===== src/rtl/swk_pkg.sv =====
package swk_pkg;

  typedef struct packed {
    logic ext;
    logic wdt;
    logic chg;
  } wake_src_t;

  function automatic logic any_wake(wake_src_t s);
    return s.ext | s.wdt | s.chg;
  endfunction

  function automatic logic next_timeout(logic cur, logic enter_sleep, logic wake, wake_src_t s);
    logic v;
    v = cur;
    if (enter_sleep) v = 1'b1;
    if (wake && s.wdt) v = 1'b0;
    return v;
  endfunction

endpackage


===== src/rtl/swk_sync.sv =====
module swk_sync #(
  parameter int W = 1,
  parameter int STAGES = 2,
  parameter logic [W-1:0] RST_VAL = '0
) (
  input  logic         clk,
  input  logic         por_n,
  input  logic [W-1:0] d,
  output logic [W-1:0] q
);
  logic [STAGES-1:0][W-1:0] stg;

  always_ff @(posedge clk or negedge por_n) begin
    if (!por_n) begin
      for (int i = 0; i < STAGES; i++) stg[i] <= RST_VAL;
    end else begin
      stg[0] <= d;
      for (int i = 1; i < STAGES; i++) stg[i] <= stg[i-1];
    end
  end

  assign q = stg[STAGES-1];
endmodule


===== src/rtl/swk_change_det.sv =====
module swk_change_det #(
  parameter int W = 3,
  parameter int FILL = 3
) (
  input  logic         clk,
  input  logic         por_n,
  input  logic [W-1:0] live,
  input  logic         port_access,
  output logic         moved
);
  localparam int CW = $clog2(FILL + 1);

  logic [CW-1:0] fill_cnt;
  logic          ready;
  logic [W-1:0]  ref_q;
  logic          load;

  function automatic logic differs(logic [W-1:0] a, logic [W-1:0] b);
    return |(a ^ b);
  endfunction

  assign ready = (fill_cnt == CW'(FILL));
  assign load  = port_access | ~ready;

  always_ff @(posedge clk or negedge por_n) begin
    if (!por_n) begin
      fill_cnt <= '0;
      ref_q    <= '0;
    end else begin
      if (!ready) fill_cnt <= fill_cnt + 1'b1;
      if (load)   ref_q    <= live;
    end
  end

  assign moved = ready & differs(live, ref_q);

  p_ref_load_r8: assert property (@(posedge clk) disable iff (!por_n)
    port_access |=> (ref_q == $past(live)));
  p_ready_hold_r1: assert property (@(posedge clk) disable iff (!por_n)
    ready |=> ready);
endmodule


===== src/rtl/swk_status.sv =====
module swk_status
  import swk_pkg::*;
(
  input  logic      clk,
  input  logic      por_n,
  input  logic      enter_sleep,
  input  logic      wake,
  input  wake_src_t src,
  input  logic      port_access,
  output logic      st_timeout,
  output logic      st_powerdown,
  output logic      st_portwake
);
  always_ff @(posedge clk or negedge por_n) begin
    if (!por_n) begin
      st_timeout   <= 1'b1;
      st_powerdown <= 1'b1;
      st_portwake  <= 1'b0;
    end else begin
      st_timeout <= next_timeout(st_timeout, enter_sleep, wake, src);
      if (enter_sleep) st_powerdown <= 1'b0;
      if (wake && src.chg)  st_portwake <= 1'b1;
      else if (port_access) st_portwake <= 1'b0;
    end
  end

  p_pd_sticky_r2: assert property (@(posedge clk) disable iff (!por_n)
    !st_powerdown |=> !st_powerdown);
  p_to_set_r2: assert property (@(posedge clk) disable iff (!por_n)
    enter_sleep |=> st_timeout);
  p_pwf_clear_r7: assert property (@(posedge clk) disable iff (!por_n)
    (port_access && !wake) |=> !st_portwake);
  p_pwf_set_r7: assert property (@(posedge clk) disable iff (!por_n)
    (wake && src.chg) |=> st_portwake);
endmodule


===== src/rtl/sleep_wake_ctrl.sv =====
module sleep_wake_ctrl
  import swk_pkg::*;
#(
  parameter int NPINS = 3,
  parameter int SYNC_STAGES = 2
) (
  input  logic             clk,
  input  logic             por_n,
  input  logic             sleep_req,
  input  logic             xrst_pin_n,
  input  logic             xrst_en,
  input  logic             wdt_tmo,
  input  logic             wdt_en,
  input  logic             woc_en,
  input  logic [NPINS-1:0] port_pins,
  input  logic             port_access,
  output logic             core_rst,
  output logic             wdt_clr,
  output logic             sleeping,
  output logic             st_timeout,
  output logic             st_powerdown,
  output logic             st_portwake
);
  localparam int FILL = SYNC_STAGES + 1;

  logic             xrst_s;
  logic [NPINS-1:0] pins_s;
  logic             moved;
  logic             sleeping_q, rst_q, clr_q;
  logic             enter_sleep, wake;
  wake_src_t        src;

  swk_sync #(.W(1), .STAGES(SYNC_STAGES), .RST_VAL(1'b1)) u_xrst_sync (
    .clk(clk), .por_n(por_n), .d(xrst_pin_n), .q(xrst_s));

  swk_sync #(.W(NPINS), .STAGES(SYNC_STAGES), .RST_VAL('0)) u_pin_sync (
    .clk(clk), .por_n(por_n), .d(port_pins), .q(pins_s));

  swk_change_det #(.W(NPINS), .FILL(FILL)) u_chg (
    .clk(clk), .por_n(por_n), .live(pins_s), .port_access(port_access), .moved(moved));

  always_comb begin
    src.ext = sleeping_q & xrst_en & ~xrst_s;
    src.wdt = sleeping_q & wdt_en & wdt_tmo;
    src.chg = sleeping_q & woc_en & moved;
  end

  assign wake        = any_wake(src);
  assign enter_sleep = sleep_req & ~sleeping_q & ~rst_q;

  always_ff @(posedge clk or negedge por_n) begin
    if (!por_n) begin
      sleeping_q <= 1'b0;
      rst_q      <= 1'b0;
      clr_q      <= 1'b0;
    end else begin
      rst_q <= wake;
      clr_q <= wake;
      if (wake)             sleeping_q <= 1'b0;
      else if (enter_sleep) sleeping_q <= 1'b1;
    end
  end

  swk_status u_stat (
    .clk(clk), .por_n(por_n), .enter_sleep(enter_sleep), .wake(wake), .src(src),
    .port_access(port_access), .st_timeout(st_timeout), .st_powerdown(st_powerdown),
    .st_portwake(st_portwake));

  assign core_rst = rst_q;
  assign wdt_clr  = clr_q;
  assign sleeping = sleeping_q;

  p_rst_pulse_r6: assert property (@(posedge clk) disable iff (!por_n)
    core_rst |=> !core_rst);
  p_rst_awake_r6: assert property (@(posedge clk) disable iff (!por_n)
    core_rst |-> !sleeping);
  p_clr_pair_r6: assert property (@(posedge clk) disable iff (!por_n)
    core_rst == wdt_clr);
  p_rst_from_sleep_r9: assert property (@(posedge clk) disable iff (!por_n)
    core_rst |-> $past(sleeping));
  p_pd_on_entry_r2: assert property (@(posedge clk) disable iff (!por_n)
    $rose(sleeping) |-> !st_powerdown);
  p_wdt_wake_r4: assert property (@(posedge clk) disable iff (!por_n)
    (sleeping && wdt_en && wdt_tmo) |=> (core_rst && !st_timeout));
endmodule


===== config.mk =====
export PLATFORM = sky130hd
export DESIGN_NAME = sleep_wake_ctrl
export DESIGN_NICKNAME = d
export VERILOG_FILES = /design/src/rtl/swk_pkg.sv /design/src/rtl/swk_sync.sv /design/src/rtl/swk_change_det.sv /design/src/rtl/swk_status.sv /design/src/rtl/sleep_wake_ctrl.sv
export SDC_FILE = /design/constraint.sdc
export NUM_CORES = 1
export LEC_CHECK = 0
export BUFFER_PORTS_ARGS = -buffer_cell sky130_fd_sc_hd__buf_2
export CAP_MARGIN = 20
export CORE_UTILIZATION = 45
export DETAILED_ROUTE_END_ITERATION = 16
export PLACE_DENSITY = 0.81
export SLEW_MARGIN = 20
export SYNTH_ARGS = -nofsm -noshare
export SYNTH_HDL_FRONTEND = slang
export SYNTH_SLANG_ARGS = --single-unit

===== constraint.sdc =====
create_clock -name clk -period 2.4 [get_ports clk]
set_input_delay 0.36 -clock clk [delete_from_list [all_inputs] [get_ports clk]]
set_output_delay 0.36 -clock clk [all_outputs]
set_load 0.02 [all_outputs]

======== After elaboration in Yosys (flattened, before gate mapping) ========
Cells that the tools add are included.
word-level totals
  register bits after elaboration ......... 18
  bits of input ports ..................... 12
  word-level logic and storage cells ...... 41
operators by class
  add/sub/neg operators ................... 1
  eq/ne operators ......................... 1
  muxes and demuxes ....................... 5
  bitwise gates (word level) .............. 17
  reductions and logical operators ........ 6
operators with widths
  operator             count
  $and 1x1->1          9
  $reduce_bool 2->1    3
  $mux 1               5
  $not 1->1            4
  $or 1x1->1           3
  $reduce_or 3->1      1
  $xor 3x3->3          1
  $add 2x1->2 const B  1
  $eq 2x2->1 const B   1
  $logic_and 1x1->1    2

======== Depth between registers and ports, before layout ========
Gate-level depths: netlist (run 1).
  word-level depth ........................ 7
  mapped depth ............................ 4

======== Cells and area by module ========
Synthesis (run 1) repeated with hierarchy kept, for this count alone.
unflattened totals
  cell total of the unflattened synthesis .. 49
  area total of the unflattened synthesis .. 700.7 um^2
by module, submodules not included
  module                  instances  cells each  area an instance (um^2)  sequential area each (um^2)
  swk_change_det          1          16          247.7                    125.1
  swk_sync (u_pin_sync)   1          9           172.7                    150.1
  sleep_wake_ctrl         1          13          115.1                    50.0
  swk_status              1          9           112.6                    77.6
  swk_sync (u_xrst_sync)  1          2           52.6                     52.6

======== Least setup slack after synthesis (run 1) ========
OpenSTA, ideal clock, no wires.
  path kind ............................... reg-to-reg
  start point ............................. register u_chg.fill_cnt[0]
  end point ............................... register u_chg.ref_q[0]
  setup time .............................. 0.125 ns
  data arrival time ....................... 1.038 ns
  path slack .............................. 1.237 ns
  stages on the path, launching flop included .. 4
  path buffers ............................ 0
  clock period less this slack ............ 1.163 ns
  path through ............................ dfrtp_1 -> ha_1 -> nand2b_2 -> mux2_4
between the ends
  word-level cells in the longest chain between the ends .. 3
RTL lines
  item                    line                  RTL
  from (decl)             swk_change_det.sv:13  logic [CW-1:0] fill_cnt;
  from (signal assigned)  swk_change_det.sv:30  if (!ready) fill_cnt <= fill_cnt + 1'b1;
  $eq 2x2->1              swk_change_det.sv:22  assign ready = (fill_cnt == CW'(FILL));
  $not 1->1               swk_change_det.sv:23  assign load = port_access | ~ready;
  $or 1x1->1              swk_change_det.sv:23
  to (signal assigned)    swk_change_det.sv:31  if (load) ref_q <= live;
  to (decl)               swk_change_det.sv:15  logic [W-1:0] ref_q;
Every way passes these cells.
A chain may end at the register's enable or synchronous reset.

======== Worst setup path in the final report (run 1) ========
  start point ............................. register u_stat.st_timeout
  end point ............................... output port st_timeout
RTL lines
  item                    line                   RTL
  from (decl)             swk_status.sv:10       output logic st_timeout,
  from (signal assigned)  swk_status.sv:20       st_timeout <= next_timeout(st_timeout, enter_sleep, wake, src);
  to (decl)               sleep_wake_ctrl.sv:20  output logic st_timeout,
No word-level cell between the ends.

==> results.cfg, run 1 <==
[synth]
synth_fp_nets = 57
syn_inst = 44
synth-seq-cells = 18
ys_seq_area_frac = 0.6868
ys.flop_type = dfrtp_1
async_flop_share = 1.000
yosys-top-cells-area = dfrtp_1 (53%), dfstp_2 (16%), mux2_4 (6.8%)
netlist_area_um2 = 663.1
ys_warn_count = 0
syn_avg_cell_area_um2 = 15.07
synth.most_common_cell = dfrtp_1
synth_edf_count = 0
synth_top_area_frac = 0.5283
yosysTopAreaCell = dfrtp_1
synth.distinct_cells = 20
yosys-top-cells-count = dfrtp_1 (14), dfstp_2 (4), xnor2_1 (4)

[critical_path]
end_kind = output port
rr_worst_depth = 3
cp_slowest_cell = dfstp_2
critPathKind = register to output port
slowest_delay_ns = 0.55
worstPathRequired_ns = 2.04
critPathLaunchType = register
rrSetupSlack_ns = 1.19
cp_data_arrival_time_ns = 1.00
rr_startpoint = u_chg.fill_cnt[0]$_DFFE_PN0P_
cp_max_fo = 3
path_cells = buf_2
rr_endpoint = u_chg.ref_q[0]$_DFFE_PN0P_
cp_num_buf_inv = 1
cp_top_family = flip-flops

[cts]
cts_tree = yes
clk_path_buf_depth = 2
clock-sinks = 18
cts_buffers = 3
root_buffer = clkbuf_4
h-tree-depth = 1
clk_latency_ns = 0.29
clkSlewWorstSetupHoldPaths_ns = 0.10
cts_setup_buffers = 0

[floorplanning]
die-width_um = 40.39
io_pins = 18
die-area_mm2 = 0.001631
row_count = 13
die_y_um = 40.39
core_mm2 = 0.001334
floorplan.initialDensity = 0.4972

[sta]
report.final.slew_viol_count = 0
layout_min_cycle_time_ns = 1.357
setup_violations = 0
max_slew_margin = 0.7470
final-hold-violation-count = 0
tightest_slew_ns = 0.3795
fin_crit_sh = 0.5656
clock.fmax_ghz = 0.7367
tns_ns = 0
fin_skew_ns = 0.006926
rsz0062_at_grt = false
fin_ws_ns = 1.043

[drt]
dr.pass1.iters = 1
drt-total-wl_um = 926
wire_per_inst_um = 11.58
drtAntennaViolNets = 0
route.detailed.drc = 0
dr.first_iter.drc_count = 0
via_count = 402
viasPerCell = 5.025

[placed_design]
dp_slack_ns = 1.185
place.gp.congestion = 0.6776
dp.cells = 75
port_buffers = 17

[hold_path]
hp-class = primary input to register
hp-start = xrst_pin_n
min_path_cells = 1
hold_end = u_xrst_sync.stg[0]$_DFF_PN1_

[final_layout]
num_antenna_cells = 0
fin_util = 0.6041
synthToLayoutAreaGrowth_pct = 21.51
fin_cells = 80
drive_above_1_share = 0.4615
final_nets = 79

[run_status]
status = completed

[pwr]
power.leakage_nw = 0.3876
p_per_area_mw_per_mm2 = 906.4
power_uw = 730.4
vdd_drop_max_mv = 0.4435

[grt]
antenna_found_initial = 0
grt_overflow = 0
grt_pass1_wl_mm = 1.421
grt_pass1_vias = 348
grt_max_degree = 19
grtUsageTotal = 0.1494

[run]
max_cap_viol_count = 0
==> cell usage in the layout (no fill, tap or decap), drive strengths merged, types with 2 or more instances in the layout <==
cell type | Yosys | layout
xnor2 | 4 | 4
dfrtp | 14 | 14
a21oi | 2 | 2
inv | 2 | 2
o21ai | 2 | 2
mux2 | 4 | 4
buf | 1 | 17
clkbuf | 0 | 4
nor2b | 2 | 2
dfstp | 4 | 4
nand2b | 2 | 2
==> cell families (layout without fill, tap and decap cells) <==
logic type / after synthesis / after routing / synth area share
compound gates: 6 / 6 / 0.05848
xor+xnor: 4 / 4 / 0.05282
fa+ha+maj: 1 / 1 / 0.01886
buf+inv: 3 / 24 / 0.02265
flops: 18 / 18 / 0.6868
mux: 4 / 4 / 0.08490
simple gates: 8 / 8 / 0.07547
==> worst max-delay path by stage <==
stage                                 end                          start  depth (start not counted)  slack (ns)
6_report                       st_timeout  u_stat.st_timeout$_DFFE_PN1P_                          1        1.04
5_1_grt                        st_timeout  u_stat.st_timeout$_DFFE_PN1P_                          1        0.99
4_1_cts                        st_timeout  u_stat.st_timeout$_DFFE_PN1P_                          1        1.02
3_5_place_dp   u_chg.ref_q[0]$_DFFE_PN0P_  u_chg.fill_cnt[0]$_DFFE_PN0P_                          3        1.18
3_3_place_gp   u_chg.ref_q[0]$_DFFE_PN0P_  u_chg.fill_cnt[0]$_DFFE_PN0P_                          3        1.22
2_1_floorplan  u_chg.ref_q[0]$_DFFE_PN0P_  u_chg.fill_cnt[0]$_DFFE_PN0P_                          3        1.24
==> repair_timing <==
action / 4_1_cts / 5_1_grt
resized for setup: 0 / 0
endpoints found under the hold margin: 14 / 0
hold buffers: 1 / 0
==> sequential cells by signal, indices dropped and copies added, names as in the netlist <==
| register | flops |
|---|---|
| sleeping | 1 |
| u_stat.st_timeout | 1 |
| u_pin_sync.stg | 3 |
| u_chg.fill_cnt | 2 |
| u_pin_sync.q | 3 |
| u_stat.st_powerdown | 1 |
| u_chg.ref_q | 3 |
| wdt_clr | 1 |
| u_xrst_sync.stg | 1 |
| u_stat.st_portwake | 1 |
| u_xrst_sync.q | 1 |
==> report_power, final <==
part           switching (mW)  internal (mW)  leakage [nW]
Clock                  0.0859         0.0924        0.0210
Sequential             0.0341          0.353         0.202
Combinational          0.0948         0.0705         0.165
Total                   0.215          0.516         0.388
==> layout make-up <==
type	count	area [um^2]
Clock buffer	4	36.28
Tap cell	15	18.77
Multi-Input combinational cell	23	192.7
Inverter	2	7.507
Sequential cell	18	455.4
Fill cell	103	528.0
Timing Repair Buffer	18	95.09
==> stage by stage <==
stage / hold WS, ns / instance area, um^2
floorplan: 0.06441 / 663.1
global placement: 0.2932 / 759.5
detailed placement: 0.2990 / 759.5
CTS: 0.1615 / 805.8
global route: 0.1491 / 805.8
finish: 0.1720 / 805.8
==> layer usage <==
layer | vias to the layer above | wire length, um | share of wire | GRT usage
li1 | 188 | - | - | -
met3 | 2 | 61 | 0.066 | 0.1000
met5 | - | 0 | 0 | 0
met2 | 14 | 453 | 0.49 | 0.2222
met4 | 0 | 19 | 0.021 | 0.07500
met1 | 198 | 391 | 0.42 | 0.1606
Note: power is estimated with default switching activity, not from simulation.
==> run 2: changes to the inputs <==
--- a/config.mk
+++ b/config.mk
@@ -7,7 +7,7 @@
 export LEC_CHECK = 0
 export BUFFER_PORTS_ARGS = -buffer_cell sky130_fd_sc_hd__buf_2
 export CAP_MARGIN = 20
-export CORE_UTILIZATION = 45
+export CORE_UTILIZATION = 43
 export DETAILED_ROUTE_END_ITERATION = 16
 export PLACE_DENSITY = 0.81
 export SLEW_MARGIN = 20
==> constraint.sdc (replaced) <==
create_clock -name clk -period 1.2 [get_ports clk]
set_input_delay 0.18 -clock clk [delete_from_list [all_inputs] [get_ports clk]]
set_output_delay 0.18 -clock clk [all_outputs]
set_load 0.02 [all_outputs]
==> results.cfg, run 2 (synthesized netlist as in run 1, its figures left out) <==
[drt]
maxUsedRoutingLayer = met3
met1_length_um = 443
drt-total-wl_um = 953
dr.pass1.iters = 3
dr_wl_met2_um = 444
dr.first_iter.drc_count = 3
via_count = 392
drtAntennaViolNets = 0
viasPerCell = 4.667
route.detailed.drc = 0
wire_per_inst_um = 11.35
wl_met3_um = 65

[sta]
layout_min_cycle_time_ns = 1.146
rsz0062_at_grt = false
fin_skew_ns = 0.009680
fin_crit_sh = 0.9554
tns_ns = 0
max_slew_margin = 0.7528
final-hold-violation-count = 0
tightest_slew_ns = 0.3709
setup_violations = 0
report.final.slew_viol_count = 0
clock.fmax_ghz = 0.8722

[pwr]
power_switching_uw = 444.5
p_sw_frac = 0.2955
p_per_area_mw_per_mm2 = 1740
power.leakage_nw = 0.4080
p_clk_frac = 0.237
power_mw = 1.504
power_frac_comb = 0.244
seqPwrFrac = 0.519
vdd_drop_max_mv = 1.115
internal_power_mw = 1.060

[final_layout]
final_nets = 83
n_fill_cell = 111
num_antenna_cells = 0
mostFrequentLayoutCells = buf_2 (16), dfrtp_1 (14), dlygate4sd3_1 (5), xnor2_1 (4), dfstp_2 (4)
fin_cells = 84
drive_above_1_share = 0.4493
synthToLayoutAreaGrowth_pct = 30.38
layout.cells.most_common = buf_2
fin_util = 0.6328

[critical_path]
critPathKind = register to output port
crit_start = u_stat.st_powerdown$_DFFE_PN1P_
end_kind = output port
worstPathRequired_ns = 1.02
slowest_delay_ns = 0.53
cp_slowest_cell = dfstp_2
cp_data_arrival_time_ns = 0.97
rr_startpoint = u_chg.fill_cnt[0]$_DFFE_PN0P_
cp_top_family = flip-flops
cp_num_buf_inv = 1
path_cells = buf_2
critPathLaunchType = register
cp_max_fo = 2

[floorplanning]
floorplan.initialDensity = 0.4853
row_count = 13
io_pins = 18
die-width_um = 41.27
die_y_um = 41.27
core_mm2 = 0.001366
die-area_mm2 = 0.001703

[cts]
clock-sinks = 18
clkSlewWorstSetupHoldPaths_ns = 0.10
root_buffer = clkbuf_4
cts_tree = yes
cts_buffers = 3
clk_path_buf_depth = 2
h-tree-depth = 1
cts_setup_buffers = 0
clk_latency_ns = 0.29

[grt]
grtUsageTotal = 0.1606
grt_pass1_wl_mm = 1.607
grt_pass1_vias = 382
grt_overflow = 0
grt_max_degree = 19
antenna_found_initial = 0

[placed_design]
port_buffers = 17
dp.cells = 75
place.gp.congestion = 0.7176
dp_hpwl_um = 708.4

[run]
max_cap_viol_count = 0

[hold_path]
hp-start = port_access
hp-class = primary input to register

[run_status]
status = completed
-- run 2: power by group through the flow --
stage,combinational [mW],sequential [mW],clock (mW)
final,0.367,0.781,0.356
after CTS,0.352,0.777,0.375
after global routing,0.411,0.799,0.401
after floorplan,0.157,0.852,0
after global placement,0.328,0.782,0
after detailed placement,0.340,0.788,0
-- run 2: final cells by class --
| cell class | count | area [um^2] | area share |
|---|---|---|---|
| Tap cell | 15 | 18.77 | 0.02171 |
| Multi-Input combinational cell | 23 | 205.2 | 0.2373 |
| Timing Repair Buffer | 22 | 141.4 | 0.1635 |
| Clock buffer | 4 | 36.28 | 0.04197 |
| Inverter | 2 | 7.507 | 0.008683 |
| Sequential cell | 18 | 455.4 | 0.5268 |
-- run 2: per-layer routing --
layer | global-route usage | vias to the layer above
li1 | - | 195
met5 | 0 | -
met2 | 0.2539 | 17
met1 | 0.1796 | 180
met3 | 0.09783 | 0
met4 | 0.04839 | 0
-- run 2: timing repair --
item,in CTS,in global routing
hold buffers,5,0
resized for setup,1,3
hold endpoints to repair,18,0
gates cloned,0,0
endpoints found under the setup margin,3,2
-- run 2: worst paths after layout --
check                                                 end  cells past startpoint  slack, ns
min reg2reg                     u_pin_sync.q[1]$_DFF_PN0_                      0       0.34
max reg2reg                    u_chg.ref_q[2]$_DFFE_PN0P_                      3       0.07
min in group asynchronous       u_pin_sync.q[1]$_DFF_PN0_                      2       0.33
max                                          st_powerdown                      1       0.05
max in group asynchronous    u_xrst_sync.stg[0]$_DFF_PN1_                      2       0.55
min                        u_stat.st_portwake$_DFFE_PN0P_                      2       0.11
-- run 2: stage by stage --
stage	setup WS (ns)	area [um^2]	hold WS [ns]
floorplan	0.03656	663.1	-0.1156
global placement	0.02152	759.5	0.1120
detailed placement	-0.005160	759.5	0.1248
finish	0.05352	864.6	0.1093
CTS	0.009552	848.3	0.09865
global route	0.004118	864.6	0.1193
